===== src/rtl/tmr_pkg.sv =====
package tmr_pkg;
  // Strobes from control to datapath, valid for the coming clock edge.
  typedef struct packed {
    logic load;   // take the start value (timer just switched on)
    logic tick;   // one divided step
  } tmrStrobes_t;
endpackage


===== src/rtl/tmr_ctrl.sv =====
module tmr_ctrl
  import tmr_pkg::*;
#(
  parameter int EXP_W       = 3,
  parameter int SYNC_STAGES = 2
) (
  input  logic             clk,
  input  logic             rstN,
  input  logic             runEn,
  input  logic             divEn,
  input  logic [EXP_W-1:0] divExp,
  input  logic             freeRun,
  input  logic             suspendN,
  output tmrStrobes_t      strobes
);
  localparam int PS_W  = 1 << EXP_W;   // wide enough for the largest ratio minus one
  localparam int CFG_W = EXP_W + 1;

  logic [SYNC_STAGES-1:0] syncQ;
  logic                   enPrev;
  logic [CFG_W-1:0]       cfgPrev;
  logic [PS_W-1:0]        psCnt;
  logic [PS_W-1:0]        psLimit;
  logic                   suspSync;
  logic                   frozen;
  logic                   active;
  logic                   cfgChange;

  // Halt pin resynchroniser, idles high (not halted).
  always_ff @(posedge clk or negedge rstN) begin
    if (!rstN) syncQ <= '1;
    else       syncQ <= {syncQ[SYNC_STAGES-2:0], suspendN};
  end

  assign suspSync  = syncQ[SYNC_STAGES-1];
  assign frozen    = !freeRun && !suspSync;
  assign cfgChange = ({divEn, divExp} != cfgPrev);
  assign active    = runEn && enPrev && !frozen;

  // Terminal count of the divider: ratio minus one, or zero when bypassed.
  assign psLimit = divEn ? (((PS_W'(1) << divExp) << 1) - PS_W'(1)) : '0;

  always_ff @(posedge clk or negedge rstN) begin
    if (!rstN) begin
      enPrev  <= 1'b0;
      cfgPrev <= '0;
      psCnt   <= '0;
    end else begin
      enPrev  <= runEn;
      cfgPrev <= {divEn, divExp};
      if (strobes.load || cfgChange) psCnt <= '0;
      else if (active)               psCnt <= (psCnt == psLimit) ? '0 : psCnt + PS_W'(1);
    end
  end

  always_comb begin
    strobes.load = runEn && !enPrev;
    strobes.tick = active && !cfgChange && (psCnt == psLimit);
  end

  // with the timer off, the datapath receives no strobes
  a_r5_idle_no_strobe: assert property (@(posedge clk) disable iff (!rstN)
    !runEn |-> (!strobes.tick && !strobes.load));

  // the edge that sees a new ratio produces no step
  a_r9_cfg_restart: assert property (@(posedge clk) disable iff (!rstN)
    ({divEn, divExp} != $past({divEn, divExp})) && $past(rstN) |-> !strobes.tick);
endmodule


===== src/rtl/tmr_datapath.sv =====
module tmr_datapath
  import tmr_pkg::*;
#(
  parameter int CNT_W = 32
) (
  input  logic             clk,
  input  logic             rstN,
  input  tmrStrobes_t      strobes,
  input  logic [CNT_W-1:0] startVal,
  output logic [CNT_W-1:0] countQ,
  output logic             ovfIrq
);
  localparam logic [CNT_W-1:0] ALL_ONES = '1;

  always_ff @(posedge clk or negedge rstN) begin
    if (!rstN) begin
      countQ <= '0;
      ovfIrq <= 1'b0;
    end else begin
      ovfIrq <= 1'b0;
      if (strobes.load) begin
        countQ <= startVal;
      end else if (strobes.tick) begin
        if (countQ == ALL_ONES) begin
          countQ <= startVal;
          ovfIrq <= 1'b1;
        end else begin
          countQ <= countQ + CNT_W'(1);
        end
      end
    end
  end

  // an interrupt cycle always shows the freshly reloaded start value
  a_r4_reload_on_irq: assert property (@(posedge clk) disable iff (!rstN)
    ovfIrq |-> countQ == $past(startVal));

  // without a strobe from control the counter keeps its value
  a_r7_hold_without_strobe: assert property (@(posedge clk) disable iff (!rstN)
    (!strobes.tick && !strobes.load) |=> $stable(countQ));
endmodule


===== src/rtl/prescaled_overflow_timer.sv =====
module prescaled_overflow_timer
  import tmr_pkg::*;
#(
  parameter int CNT_W       = 32,
  parameter int EXP_W       = 3,
  parameter int SYNC_STAGES = 2
) (
  input  logic             clk,
  input  logic             rstN,
  input  logic             runEn,
  input  logic             divEn,
  input  logic [EXP_W-1:0] divExp,
  input  logic [CNT_W-1:0] startVal,
  input  logic             freeRun,
  input  logic             suspendN,
  output logic             ovfIrq,
  output logic [CNT_W-1:0] count
);
  tmrStrobes_t strobes;

  tmr_ctrl #(.EXP_W(EXP_W), .SYNC_STAGES(SYNC_STAGES)) u_ctrl (
    .clk      (clk),
    .rstN     (rstN),
    .runEn    (runEn),
    .divEn    (divEn),
    .divExp   (divExp),
    .freeRun  (freeRun),
    .suspendN (suspendN),
    .strobes  (strobes)
  );

  tmr_datapath #(.CNT_W(CNT_W)) u_dp (
    .clk      (clk),
    .rstN     (rstN),
    .strobes  (strobes),
    .startVal (startVal),
    .countQ   (count),
    .ovfIrq   (ovfIrq)
  );

  // an interrupt only follows a cycle in which the timer was on
  a_r5_no_irq_when_off: assert property (@(posedge clk) disable iff (!rstN)
    ovfIrq |-> $past(runEn));

  // two sampled-low edges of the halt pin stop the counter on the next edge
  a_r8_sync_then_freeze: assert property (@(posedge clk) disable iff (!rstN)
    (!freeRun && runEn && $past(runEn) && $past(rstN) && $past(rstN, 2) &&
     !$past(suspendN) && !$past(suspendN, 2)) |=> $stable(count));
endmodule


===== config.mk =====
export PLATFORM = sky130hd
export DESIGN_NAME = prescaled_overflow_timer
export DESIGN_NICKNAME = d
export VERILOG_FILES = /design/src/rtl/tmr_pkg.sv /design/src/rtl/tmr_ctrl.sv /design/src/rtl/tmr_datapath.sv /design/src/rtl/prescaled_overflow_timer.sv
export SDC_FILE = /design/constraint.sdc
export NUM_CORES = 1
export LEC_CHECK = 0
export ABC_AREA = 1
export BUFFER_PORTS_ARGS = -buffer_cell sky130_fd_sc_hd__buf_2
export CAP_MARGIN = 20
export CORE_ASPECT_RATIO = 1.1
export CORE_UTILIZATION = 45
export DETAILED_ROUTE_END_ITERATION = 8
export PLACE_DENSITY = 0.76
export SYNTH_ARGS = -nofsm -noshare
export SYNTH_HDL_FRONTEND = slang
export SYNTH_HIERARCHICAL = 1
export SYNTH_SLANG_ARGS = --single-unit

===== constraint.sdc =====
create_clock -name clk -period 3.15 [get_ports clk]
set_input_delay 0.315 -clock clk [delete_from_list [all_inputs] [get_ports clk]]
set_output_delay 0.315 -clock clk [all_outputs]
set_load 0.02 [all_outputs]

==> impl_metrics.json <==
{
  "status": "finished, violations left",
  "violations": "hold timing",
  "worstPathMaxFanout": 35,
  "start_util": 0.466,
  "p_leak_nw": 2.32,
  "setup_viol": 0,
  "synth_ff_type": "dfrtp_1",
  "netlist-cell-type-count": 31,
  "synth.most_common_cell": "nand2_1",
  "maxCapViolations": 0,
  "hold_buffers": 0,
  "via_per_inst": 4.96,
  "core_area_um2": 7910,
  "cts_tree": "yes",
  "fin_area_um2": 4220,
  "tightest_slew_ps": 980,
  "io_pins": 74,
  "whs_ps": -14.7,
  "slew_viol_final": 0,
  "dieHeight_um": 97.0,
  "finalCritPeriodShare": 0.806,
  "layout.nets": 696,
  "die_area_um2": 8570,
  "antenna_found_initial": 0,
  "n_fill_cell": 862,
  "drive_gt1_frac": 0.183,
  "hpwl_mm": 6.84,
  "ir_worst_vdd_uv": 272,
  "r2r-start": "u_ctrl/syncQ[1]",
  "drt_iter0_markers": 172,
  "synthArstFlopShare": 1.00,
  "synth_commonest_cells": "nand2_1, inv_1, nand3_1",
  "cp.required_ps": 3320,
  "power_density_nw_per_um2": 449,
  "crit_type": "reg2reg",
  "slew_headroom": 0.343,
  "startpoint": "u_ctrl/syncQ[1]",
  "syn-instance-count": 586,
  "first_pass_iters": 4,
  "num_vias": 3779,
  "rrSetupSlack_ps": 610,
  "syn_nets": 629,
  "rsz0062_at_grt": "no",
  "dpl-instance-area_um2": 4090,
  "top_layer": "met4",
  "port_buffers": 73,
  "first_global_vias": 3658,
  "syn_area_per_cell_um2": 6.30,
  "skew_ps": 4.94,
  "tns_ps": 0,
  "ctsResizeCount": 0,
  "worst_hold_path_type": "in2async",
  "numCtsBuffers": 5,
  "seqCellArea_um2": 1200,
  "cts_setup_buffers": 0,
  "drc": 0,
  "insertion_delay_ps": 310,
  "syn_area_um2": 3690,
  "clock.fmax_mhz": 394,
  "synth_seq_cells": 48,
  "grt_max_degree": 49,
  "fp.dieW_um": 88.3,
  "multiInputGateArea_um2": 2050,
  "yosysTopAreaCell": "dfrtp_1",
  "cp-endpoint": "u_dp/countQ[3]",
  "antenna_left": 0,
  "rows": 34,
  "area_growth_pct": 14.4,
  "diodes": 0,
  "m1WireLength_mm": 4.01,
  "gp_congestion": 0.966,
  "ys_seq_area_frac": 0.326,
  "synth.top_cell.area_share": 0.312,
  "clk_pin_slew_ps": 100,
  "worst-r2r-cell-count": 9,
  "reg2reg_to": "u_dp/countQ[3]",
  "clockBufferDepth": 2,
  "wl_met3_um": 509,
  "cp-start-kind": "register",
  "htreeDepth": 2,
  "fin_crit_ps": 2540,
  "wl_met2_mm": 4.53,
  "avgRoutedWirePerCell_um": 12.1,
  "synthTopCellsByArea": "dfrtp_1, nand2_1, nand3_1",
  "yosysWarnings": 6,
  "grt_overflow": 0,
  "gr-usage-all-layers": 0.227,
  "end_kind": "register",
  "clock_tree.root_cell": "clkbuf_8",
  "crit_arrival_ps": 2700,
  "cts_sinks": 48,
  "grt_pass1_wl_mm": 15.7,
  "final_hold_viol_count": 16,
  "synth_edf_count": 0,
  "wl_mm": 9.19
}
layout make-up:
class | count | share of cell area
Timing Repair Buffer | 75 | 0.0930
Inverter | 86 | 0.0773
Clock inverter | 3 | 0.0113
Tap cell | 108 | 0.0320
Clock buffer | 5 | 0.0163
Multi-Input combinational cell | 437 | 0.485
Sequential cell | 48 | 0.285
routing by layer:
layer / GRT usage / up-vias
li1: - / 1920
met1: 0.286 / 1718
met2: 0.399 / 124
met3: 0.0282 / 17
met4: 0.0608 / 0
met5: 0 / -
worst min-delay path by stage:
| stage | from | endpoint | slack (ps) | depth (start not counted) |
|---|---|---|---|---|
| after CTS | suspendN | u_ctrl/syncQ[0] | 90 | 1 |
| after global placement | u_ctrl/syncQ[0] | u_ctrl/syncQ[1] | 350 | 0 |
| after global routing | rstN | u_dp/countQ[31] | 20 | 1 |
| after floorplan | rstN | u_ctrl/cfgPrev[0] | 20 | 0 |
| final | rstN | u_dp/countQ[7] | -10 | 1 |
| after detailed placement | u_ctrl/syncQ[0] | u_ctrl/syncQ[1] | 360 | 0 |
where the power goes:
| part | internal, mW | switching (mW) | total, mW | leakage, nW |
|---|---|---|---|---|
| combinational | 0.215 | 0.372 | 0.586 | 1.65 |
| sequential | 0.702 | 0.137 | 0.839 | 0.605 |
| clock | 0.240 | 0.232 | 0.471 | 0.0583 |
| total | 1.16 | 0.741 | 1.90 | 2.32 |
registers in the layout, summed over array words and instances, names as in the netlist:
name / flops
u_ctrl/cfgPrev: 4
u_dp/countQ: 32
u_ctrl/psCnt: 8
u_ctrl/syncQ: 2
u_ctrl/enPrev: 1
u_dp/ovfIrq: 1
per-stage QoR:
stage | power, mW | util | cells | worst slack (ps)
2_1_floorplan | 1.23 | - | 586 | 1300
3_3_place_gp | 1.42 | 0.516 | 753 | 648
3_5_place_dp | 1.43 | 0.516 | 753 | 532
4_1_cts | 1.91 | 0.531 | 761 | 621
5_1_grt | 2.02 | 0.534 | 762 | 366
6_report | 1.90 | 0.534 | 762 | 612
critical path, stage by stage (launching register included):
cell	delay, ps
dfstp_2	370
or2_1	220
nand3_2	150
clkinv_2	150
nand3_2	110
nor2_1	70
nor2_2	110
clkinv_1	760
nand3_1	330
o21ai_0	120
placed cells by master, fill, tap and decap left out, drive strengths merged:
cell	instances
buf	75
nor2	60
nand3	78
ha	2
nand3b	2
dfrtp	46
nand2	256
clkbuf	5
or2	1
xnor2	6
xor2	10
dfstp	2
clkinv	5
inv	83
o21bai	2
o21ai	6
bufinv	1
nand4	14
cells by family (layout without fill, tap and decap cells):
kind of cell | Yosys count | after routing | share of synthesized area
AOI/OAI and AO/OA | 8 | 8 | 0.0122
buffers and inverters | 101 | 169 | 0.119
adders and majority gates | 2 | 2 | 0.00678
DFF | 48 | 48 | 0.326
and+or+nand+nor | 411 | 411 | 0.497
xor gates and xnor gates | 16 | 16 | 0.0380
Note: power is estimated with default switching activity, not from simulation.
